<file path="src/rtl/dma_dst_pkg.sv">
package dma_dst_pkg;
  parameter int unsigned ADDR_W = 32;
  parameter int unsigned RPT_W  = 4;

  typedef enum logic [1:0] {
    UNIT_BYTE = 2'd0,
    UNIT_WORD = 2'd1,
    UNIT_LONG = 2'd2,
    UNIT_RSVD = 2'd3
  } unit_e;

  typedef enum logic [1:0] {
    DIR_HOLD,
    DIR_UP,
    DIR_DOWN
  } dir_e;

  function automatic dir_e decode_dir(logic [1:0] mode, logic ext_ack);
    if (ext_ack || !mode[1]) return DIR_HOLD;
    return mode[0] ? DIR_DOWN : DIR_UP;
  endfunction
endpackage

</file>
<file path="src/rtl/dma_dst_step.sv">
module dma_dst_step #(
  parameter int unsigned ADDR_W = 32
) (
  input  logic [ADDR_W-1:0]     cur_i,
  input  logic [1:0]            unit_i,
  input  dma_dst_pkg::dir_e     dir_i,
  output logic [ADDR_W-1:0]     raw_o,
  output logic                  moving_o
);
  import dma_dst_pkg::*;

  logic [ADDR_W-1:0] step;

  always_comb begin
    unique case (unit_e'(unit_i))
      UNIT_BYTE: step = ADDR_W'(1);
      UNIT_WORD: step = ADDR_W'(2);
      default:   step = ADDR_W'(4);
    endcase
  end

  always_comb begin
    moving_o = 1'b1;
    unique case (dir_i)
      DIR_UP:   raw_o = cur_i + step;
      DIR_DOWN: raw_o = cur_i - step;
      default: begin
        raw_o    = cur_i;
        moving_o = 1'b0;
      end
    endcase
  end
endmodule

</file>
<file path="src/rtl/dma_dst_wrap.sv">
module dma_dst_wrap #(
  parameter int unsigned ADDR_W = 32,
  parameter int unsigned RPT_W  = 4
) (
  input  logic [ADDR_W-1:0] cur_i,
  input  logic [ADDR_W-1:0] raw_i,
  input  logic [RPT_W-1:0]  log2_i,
  output logic [ADDR_W-1:0] next_o,
  output logic              ovf_o
);
  localparam int unsigned IDX_W = $clog2(ADDR_W) + 1;

  logic [ADDR_W-1:0] low_sel;
  logic              win_on;

  assign win_on = |log2_i;

  // per bit: low bits follow the new value, upper bits stay put inside a window
  for (genvar b = 0; b < ADDR_W; b++) begin : g_bit
    assign low_sel[b] = !win_on || (IDX_W'(b) < IDX_W'(log2_i));
    assign next_o[b]  = low_sel[b] ? raw_i[b] : cur_i[b];
  end

  // carry/borrow out of the window shows as a change in the upper bits
  assign ovf_o = win_on && |((raw_i ^ cur_i) & ~low_sel);
endmodule

</file>
<file path="src/rtl/dma_dst_ctrl.sv">
module dma_dst_ctrl (
  input  logic clk_i,
  input  logic rst_ni,
  input  logic act_wr_i,
  input  logic act_wdata_i,
  input  logic flag_wr_i,
  input  logic flag_wdata_i,
  input  logic xfer_ok_i,
  input  logic ovf_i,
  input  logic blk_end_i,
  input  logic rpt_ie_i,
  input  logic blk_mode_i,
  output logic active_o,
  output logic flag_o
);
  logic active_q, flag_q, pend_q;
  logic ovf_hit, stop_now, stop_blk, stop;

  assign ovf_hit  = xfer_ok_i && ovf_i && rpt_ie_i;
  assign stop_now = ovf_hit && !blk_mode_i;
  assign stop_blk = active_q && blk_mode_i && blk_end_i && (pend_q || ovf_hit);
  assign stop     = stop_now || stop_blk;

  always_ff @(posedge clk_i or negedge rst_ni) begin
    if (!rst_ni) begin
      active_q <= 1'b0;
      flag_q   <= 1'b0;
      pend_q   <= 1'b0;
    end else begin
      if (stop)          active_q <= 1'b0;
      else if (act_wr_i) active_q <= act_wdata_i;

      if (stop)                            flag_q <= 1'b1;
      else if (flag_wr_i && !flag_wdata_i) flag_q <= 1'b0;

      if (stop)                           pend_q <= 1'b0;
      else if (ovf_hit && blk_mode_i)     pend_q <= 1'b1;
    end
  end

  assign active_o = active_q;
  assign flag_o   = flag_q;
endmodule

</file>
<file path="src/rtl/dma_dst_addr_gen.sv">
module dma_dst_addr_gen #(
  parameter int unsigned ADDR_W = dma_dst_pkg::ADDR_W,
  parameter int unsigned RPT_W  = dma_dst_pkg::RPT_W
) (
  input  logic              clk_i,
  input  logic              rst_ni,
  input  logic              addr_wr_i,
  input  logic [ADDR_W-1:0] addr_wdata_i,
  input  logic              act_wr_i,
  input  logic              act_wdata_i,
  input  logic              flag_wr_i,
  input  logic              flag_wdata_i,
  input  logic              xfer_done_i,
  input  logic              blk_end_i,
  input  logic [1:0]        upd_mode_i,
  input  logic [1:0]        unit_i,
  input  logic [RPT_W-1:0]  rpt_log2_i,
  input  logic              rpt_ie_i,
  input  logic              irq_en_i,
  input  logic              blk_mode_i,
  input  logic              ext_ack_dst_i,
  output logic [ADDR_W-1:0] addr_o,
  output logic              active_o,
  output logic              irq_flag_o,
  output logic              irq_o
);
  import dma_dst_pkg::*;

  logic [ADDR_W-1:0] addr_q, raw, next;
  logic              moving, ovf, xfer_ok;
  dir_e              dir;

  assign dir     = decode_dir(upd_mode_i, ext_ack_dst_i);
  assign xfer_ok = active_o && xfer_done_i;

  dma_dst_step #(.ADDR_W(ADDR_W)) u_step (
    .cur_i   (addr_q),
    .unit_i  (unit_i),
    .dir_i   (dir),
    .raw_o   (raw),
    .moving_o(moving)
  );

  dma_dst_wrap #(.ADDR_W(ADDR_W), .RPT_W(RPT_W)) u_wrap (
    .cur_i (addr_q),
    .raw_i (raw),
    .log2_i(rpt_log2_i),
    .next_o(next),
    .ovf_o (ovf)
  );

  dma_dst_ctrl u_ctrl (
    .clk_i       (clk_i),
    .rst_ni      (rst_ni),
    .act_wr_i    (act_wr_i),
    .act_wdata_i (act_wdata_i),
    .flag_wr_i   (flag_wr_i),
    .flag_wdata_i(flag_wdata_i),
    .xfer_ok_i   (xfer_ok),
    .ovf_i       (ovf && moving),
    .blk_end_i   (blk_end_i),
    .rpt_ie_i    (rpt_ie_i),
    .blk_mode_i  (blk_mode_i),
    .active_o    (active_o),
    .flag_o      (irq_flag_o)
  );

  always_ff @(posedge clk_i or negedge rst_ni) begin
    if (!rst_ni)                    addr_q <= '0;
    else if (xfer_ok)               addr_q <= next;
    else if (!active_o && addr_wr_i) addr_q <= addr_wdata_i;
  end

  assign addr_o = addr_q;
  assign irq_o  = irq_flag_o && irq_en_i;
endmodule

</file>
<file path="config.mk">
export PLATFORM = sky130hd
export DESIGN_NAME = dma_dst_addr_gen
export DESIGN_NICKNAME = d
export VERILOG_FILES = /design/src/rtl/dma_dst_pkg.sv /design/src/rtl/dma_dst_step.sv /design/src/rtl/dma_dst_wrap.sv /design/src/rtl/dma_dst_ctrl.sv /design/src/rtl/dma_dst_addr_gen.sv
export SDC_FILE = /design/constraint.sdc
export NUM_CORES = 1
export LEC_CHECK = 0
export ABC_AREA = 1
export BUFFER_PORTS_ARGS = -buffer_cell sky130_fd_sc_hd__buf_2
export CAP_MARGIN = 5
export CORE_MARGIN = 2
export CORE_UTILIZATION = 59
export DETAILED_ROUTE_END_ITERATION = 10
export GPL_TIMING_DRIVEN = 1
export PLACE_DENSITY_LB_ADDON = 0.12
export RECOVER_POWER = 50
export SYNTH_ARGS = -nofsm -noshare
export SYNTH_HDL_FRONTEND = slang
export SYNTH_SLANG_ARGS = --single-unit
</file>
<file path="constraint.sdc">
create_clock -name clk_i -period 3.5 [get_ports clk_i]
set_input_delay 0.7 -clock clk_i [delete_from_list [all_inputs] [get_ports clk_i]]
set_output_delay 0.7 -clock clk_i [all_outputs]
set_load 0.02 [all_outputs]
</file>
==> metrics.md, run 1 <==
| Metric | Value |
|---|---|
| Worst hold slack | 0.547 ns |
| Setup TNS Final | 0 ns |
| Clk pin slew, worst setup/hold paths | 0.09 ns |
| Die area | 9830 um^2 |
| Area of the core | 8760 um^2 |
| Routed length per instance | 14.7 um |
| Final Power | 3.09 mW |
| Worst Tran Pin Value | 2.13 ns |
| Ys async rst share | 1.00 |
| Largest net degree at the start of global routing | 84 |
| Fin crit period | 3.36 ns |
| Final core utilization | 0.775 |
| Initial Utilization | 0.609 |
| Insertion delay to the later sink of the worst-skew pair | 0.32 ns |
| Finished Cell Area | 6790 um^2 |
| I/O Pins | 88 |
| Crit path DAT | 3.57 ns |
| CTS max path bufs | 2 |
| Total number of H-tree levels | 2 |
| Placed Cells | 1240 |
| RePlAce Congestion | 0.990 |
| CP Capture Type | flip-flop |
| Hold path cells | 2 |
| DRC Markers | 0 |
| Drt pass-1 iters | 6 |
| Synth Register Bits | 35 |
| Worst R2R Setup Slack | 0.42 ns |
| Skew final | 0.0159 ns |
| Die Ht | 99.1 um |
| Worst R2R Path Depth | 21 |
| P&R area growth vs syn | 27.2% |
| Max-slew violations | 36 |
| Number of synthesized flops with an enable pin | 0 |
| RR Endpoint | u_ctrl.flag_o |
| Hpwl dp | 14.4 mm |
| HP Start | u_ctrl.pend_q |
| Leak | 3.78 nW |
| Worst IR Drop VDD | 0.000284 V |
| Sequential area share after synthesis | 0.164 |
| Synthesized Nets | 1074 |
| Layout cell share with drive strength beyond 1 | 0.202 |
| Gr ovfl total | 0 |
| DR vias | 6984 |
| Worst setup margin | 0.140 ns |
| Most frequent cells in the layout | 347 x nand2_1, 164 x inv_1, 81 x buf_4 |
| TritonCTS clock tree | built |
| Initial antenna violation count | 0 |
| Drt initial violations | 620 |
| First-pass GRT wire length | 29.9 mm |
| Cells after synthesis | 989 |
| Yosys cell types | 35 |
| Violated checks | max-capacitance violations, max-slew violations |
| Num CTS Buffers | 5 |
| Min-Delay Path Class | flip-flop to flip-flop |
| WHS Endpoint | u_ctrl.pend_q |
| IO Port Bufs | 87 |
| Prevailing post-synth register cell | dfrtp_1 |
| RSZ-0062 raised after global routing | true |
| ANT nets after route | 0 |
| Placed cell area | 6430 um^2 |
| Final #Nets | 1227 |
| Syn_area_per_cell | 5.40 um^2 |
| N_diodes | 0 |
| DR vias/cell | 5.58 |
| Root buffer cell | clkbuf_8 |
| Final Cycle Share | 0.960 |
| Clk sink count | 35 |
| Outcome | finished with violations |
| MaxCap Viol Count | 1 |
| Setup violations, final | 0 |
| # rows | 34 |
| Worst setup SP type | input port |
| Syn. warnings | 0 |
| WL final | 18.3 mm |
| Max Freq | 298 MHz |
| CP max FO | 25 |
| P per Cell Area | 454 nW/um^2 |
| Setup CP Type | input port to flip-flop |
| Synth Cell Area | 5340 um^2 |
| Commonest non-fill, non-tap cell in the layout | nand2_1 |
| Vias in the first global route | 6246 |
| Hold Vio Cnt, Final | 0 |
| Global Route Usage Sum | 0.378 |
| Die X | 99.1 um |
| Relative slew margins | -0.419 |
| Post-place setup slack | -0.261 ns |
| Crit path required time | 3.71 ns |
| Fin cells | 1251 |
[critical path, stage by stage]
cell        delay (ns)
buf_2             0.09
inv_1             0.08
nor2_4            0.04
nand2_2           0.09
clkinvlp_4        0.10
buf_12            0.19
buf_4             0.18
ha_1              0.35
inv_1             0.11
nor3_2            0.28
o21ai_0           0.16
nand3_1           0.10
nor2_1            0.06
nand3b_1          0.14
nand2_1           0.10
nand3_1           0.07
nand3_1           0.11
nor2_2            0.13
nand3_1           0.12
nand2_1           0.11
nand2_1           0.09
nand2_1           0.07
nand2_1           0.04
[cell families after synthesis]
| family | synth area share |
|---|---|
| compound gates | 0.164 |
| xor+xnor | 0.00164 |
| fa+ha+maj | 0.0764 |
| buf+inv | 0.140 |
| flops | 0.164 |
| mux | 0.00187 |
| simple gates | 0.452 |
[registers in the layout, indices dropped and copies added, names as in the netlist, named ones only]
register and count:
u_ctrl.pend_q 1, u_ctrl.active_o 1, addr_o 31, u_ctrl.flag_o 1
[layer usage]
| metal | track usage | part of all wire | vias up |
|---|---|---|---|
| li1 | - | - | 3480 |
| met1 | 0.573 | 0.45 | 3136 |
| met2 | 0.567 | 0.43 | 334 |
| met3 | 0.0562 | 0.10 | 34 |
| met4 | 0.0896 | 0.021 | 0 |
| met5 | 0 | 0 | - |
[area by class of cell]
class / count / area, um^2
inverter: 174 / 657
sequential: 35 / 876
clock buffer: 5 / 68.8
timing repair buffer: 169 / 1040
fill: 746 / 1970
clock inverter: 3 / 25.0
tap: 108 / 135
multi-input combinational: 757 / 3990
[synth_stat cells (4+ instances only)]
cell      number  area [um^2]
nand3_1       76          380
nand4_1       28          175
inv_1        166          623
dfrtp_1       35          876
ha_1          31          388
nor2_1        75          282
clkbuf_1      15         56.3
nor3_1         4         20.0
inv_2          5         18.8
o211ai_1      27          203
nand2_2       10         62.6
nand2_1      356         1340
a21oi_1       35          175
nand3b_1       8         60.1
o21ai_0       78          390
buf_2          5         25.0
[where the power goes]
part | total, mW | switching [mW] | internal [mW]
clock | 0.342 | 0.199 | 0.143
combinational | 2.05 | 1.24 | 0.817
sequential | 0.690 | 0.184 | 0.506
[worst max-delay path by stage]
stage,startpoint,end,slack [ns]
floorplan,upd_mode_i[1],u_ctrl.flag_o,0.01
global placement,upd_mode_i[1],u_ctrl.flag_o,-0.15
detailed placement,upd_mode_i[1],u_ctrl.flag_o,-0.26
CTS,upd_mode_i[1],u_ctrl.flag_o,0.05
global route,upd_mode_i[1],u_ctrl.flag_o,-0.11
finish,upd_mode_i[1],u_ctrl.flag_o,0.14
[repair_timing]
action / CTS / global route
resized for setup: 0 / 51
hold buffers: 0 / 0
setup buffers: 0 / 3
endpoints found under the setup margin: 0 / 3
Power figures use the tool's default switching activity.
==> run 2: changes to the inputs <==
--- a/config.mk
+++ b/config.mk
@@ -12,6 +12,7 @@
 export CORE_UTILIZATION = 59
 export DETAILED_ROUTE_END_ITERATION = 10
 export GPL_TIMING_DRIVEN = 1
+export MAX_ROUTING_LAYER = met4
 export PLACE_DENSITY_LB_ADDON = 0.12
 export RECOVER_POWER = 50
 export SYNTH_ARGS = -nofsm -noshare
==> run 2 against run 1 <==
  * The flow still finishes with violations (max-capacitance violations, max-slew violations)
  * Count of clock-buffer cells in the layout unchanged
  * Via count rose by 3.6%
  * Sequential power up 1%
  * Sequential share of layout area is 0.69 points lower
  * Core utilization rose by 4.4 points
  * First-iteration DRC count up 36%
  * Largest power group unchanged
  * Critical endpoint unchanged
  * Combinational power grew 10%
  * Wire length rose by 8.9%
  * Global-route usage is 0.68 points higher
  * Fmax is 1.7% lower
==> metrics.md, run 2 (synthesis results as in run 1) <==
| Metric | Value |
|---|---|
| Worst R2R Path Depth | 25 (+19%) |
| Met2 WL post-DR | 8.60 mm (+10%) |
| Max-slew violations | 36 (unchanged) |
| ANT nets after route | 0 (unchanged) |
| Clk pin slew, worst setup/hold paths | 0.10 ns (about the same) |
| Cell-internal power | 1.55 mW (+5.7%) |
| CP Capture Type | flip-flop |
| Sw power | 1.75 mW (+7.9%) |
| P per Cell Area | 460 nW/um^2 (+1.2%) |
| Crit path DAT | 3.63 ns (+0.06 ns) |
| DR vias | 7236 (+3.6%) |
| Hold path cells | 2 (unchanged) |
| I/O Pins | 88 (unchanged) |
| Logic pwr share | 0.685 (+0.019) |
| Skew final | 0.0138 ns (-0.00213 ns) |
| HP Start | u_ctrl.pend_q |
| Num CTS Buffers | 5 (unchanged) |
| Root buffer cell | clkbuf_8 |
| Worst hold slack | 0.543 ns (-0.00445 ns) |
| Insertion delay to the later sink of the worst-skew pair | 0.31 ns (about the same) |
| First-pass GRT wire length | 29.5 mm (-1.5%) |
| Vias in the first global route | 6072 (-2.8%) |
| Die Ht | 99.1 um (unchanged) |
| Total number of H-tree levels | 2 (unchanged) |
| DRC Markers | 0 (unchanged) |
| Fin crit period | 3.42 ns (+0.0590 ns) |
| Relative slew margins | -0.456 (-0.0371) |
| Drt pass-1 iters | 6 (unchanged) |
| Worst setup SP type | input port |
| Outcome | finished with violations |
| P&R area growth vs syn | 34.4% |
| Setup CP Type | input port to flip-flop |
| RR Endpoint | u_ctrl.flag_o |
| Most frequent cells in the layout | 323 x nand2_1, 156 x inv_1, 82 x buf_4 |
| TritonCTS clock tree | built |
| Final #Nets | 1232 (+0.41%) |
| Critical path origin | upd_mode_i[1] |
| Placed cell area | 6430 um^2 (-0.12%) |
| RePlAce Congestion | 1.00 (+1.0%) |
| Routed length per instance | 15.9 um (+8.3%) |
| Global Route Usage Sum | 0.385 (+0.00676) |
| Die area | 9830 um^2 (unchanged) |
| Hold Vio Cnt, Final | 0 (unchanged) |
| Met3 wire length | 2.49 mm (+32%) |
| Leak | 3.87 nW (+2.4%) |
| Final Cycle Share | 0.977 (+0.0169) |
| Cts-stage hold buffer count | 0 (unchanged) |
| Gr ovfl total | 0 (unchanged) |
| Fraction of power consumed by the clock network | 0.104 (-0.007) |
| Max FFs per register | 31 (unchanged) |
| Crit path required time | 3.71 ns (about the same) |
| CTS max path bufs | 2 (unchanged) |
| Violated checks | max-capacitance violations, max-slew violations |
| Layout cell share with drive strength beyond 1 | 0.264 (+0.0618) |
| Met1 Wirelength | 8.41 mm (+1.7%) |
| Min-Delay Path Class | flip-flop to flip-flop |
| Initial Utilization | 0.609 (unchanged) |
| Commonest non-fill, non-tap cell in the layout | nand2_1 |
| IO Port Bufs | 87 (unchanged) |
| # rows | 34 (unchanged) |
| Top Layer Used | met4 |
| Initial antenna violation count | 1 (+1) |
| Die X | 99.1 um (unchanged) |
| Fillers | 702 (-5.9%) |
| Largest net degree at the start of global routing | 84 (unchanged) |
| Worst R2R Setup Slack | 0.49 ns (+0.07 ns) |
| WL final | 20.0 mm (+8.9%) |
| Setup violations, final | 0 (unchanged) |
| RSZ-0062 raised after global routing | true |
| Clk sink count | 35 (unchanged) |
| WHS Endpoint | u_ctrl.pend_q |
| MaxCap Viol Count | 1 (unchanged) |
| Area of the core | 8760 um^2 (unchanged) |
| Sequential share of power | 0.211 (-0.013) |
| DR vias/cell | 5.76 (+3.1%) |
| Switching Share | 0.530 (+0.00508) |
| Drt initial violations | 843 (+36%) |
| CP max FO | 7 (-72%) |
| Hpwl dp | 14.3 mm (-0.55%) |
| Worst IR Drop VDD | 0.000326 V (+15%) |
| Worst Tran Pin Value | 2.18 ns (+0.0557 ns) |
| Finished Cell Area | 7170 um^2 (+5.6%) |
| Max Freq | 292 MHz (-1.7%) |
[run 2: cell type report]
| type | instances | area [um^2] | area share |
|---|---|---|---|
| clock inverter | 3 | 25.0 | 0.00349 |
| tap | 108 | 135 | 0.0188 |
| inverter | 174 | 659 | 0.0919 |
| antenna | 1 | 2.50 | 0.000349 |
| clock buffer | 5 | 68.8 | 0.00959 |
| multi-input combinational | 757 | 4280 | 0.597 |
| timing repair buffer | 174 | 1130 | 0.157 |
| sequential | 35 | 876 | 0.122 |
[run 2: per-stage QoR]
stage,setup slack [ns],util,TNS (ns),power (mW),cells
6_report,0.0808,0.819,0,3.30,1257
5_1_grt,-0.123,0.819,-0.272,3.54,1257
4_1_cts,0.0415,0.744,0,2.92,1247
3_5_place_dp,-0.295,0.733,-0.783,2.57,1239
3_3_place_gp,-0.218,0.733,-0.573,2.55,1239
2_1_floorplan,0.0129,-,0,1.80,989
[run 2: power groups by stage]
| stage | clock network (mW) | logic [mW] | registers (mW) |
|---|---|---|---|
| floorplan | 0 | 1.06 | 0.742 |
| global placement | 0 | 1.88 | 0.664 |
| detailed placement | 0 | 1.90 | 0.661 |
| CTS | 0.348 | 1.91 | 0.654 |
| global route | 0.362 | 2.47 | 0.706 |
| finish | 0.344 | 2.26 | 0.697 |
[run 2: how the worst max path moves through the flow]
stage          cells past startpoint             to
3_3_place_gp                      28  u_ctrl.flag_o
5_1_grt                           25  u_ctrl.flag_o
3_5_place_dp                      28  u_ctrl.flag_o
6_report                          25  u_ctrl.flag_o
4_1_cts                           28  u_ctrl.flag_o
2_1_floorplan                     26  u_ctrl.flag_o
[run 2: timing repair]
item                                    CTS  global route
endpoints found under the setup margin    0             4
resized for setup                         0           133
buffers inserted                          0             6
[run 2: layer usage]
layer,global-route usage,vias to the layer above
li1,-,3495
met1,0.564,3224
met2,0.569,465
met3,0.0576,52
met4,0.0706,0
met5,-,-
[run 2: worst max-delay path: stages]
cell        delay (ns)
buf_6             0.10
inv_4             0.05
nor2_4            0.04
nand2_4           0.08
clkinvlp_4        0.22
clkbuf_16         0.27
ha_4              0.29
buf_4             0.12
nand2_1           0.14
nor2_1            0.25
nand2_1           0.13
nor2_1            0.10
nand2_1           0.10
nand4_1           0.12
nand2_1           0.08
nand3_1           0.07
nand2_1           0.08
nor2_1            0.10
nand2_1           0.06
nor2_1            0.13
nand3_2           0.11
nand3_2           0.09
nand2_2           0.08
nand2_2           0.07
nand2_1           0.04
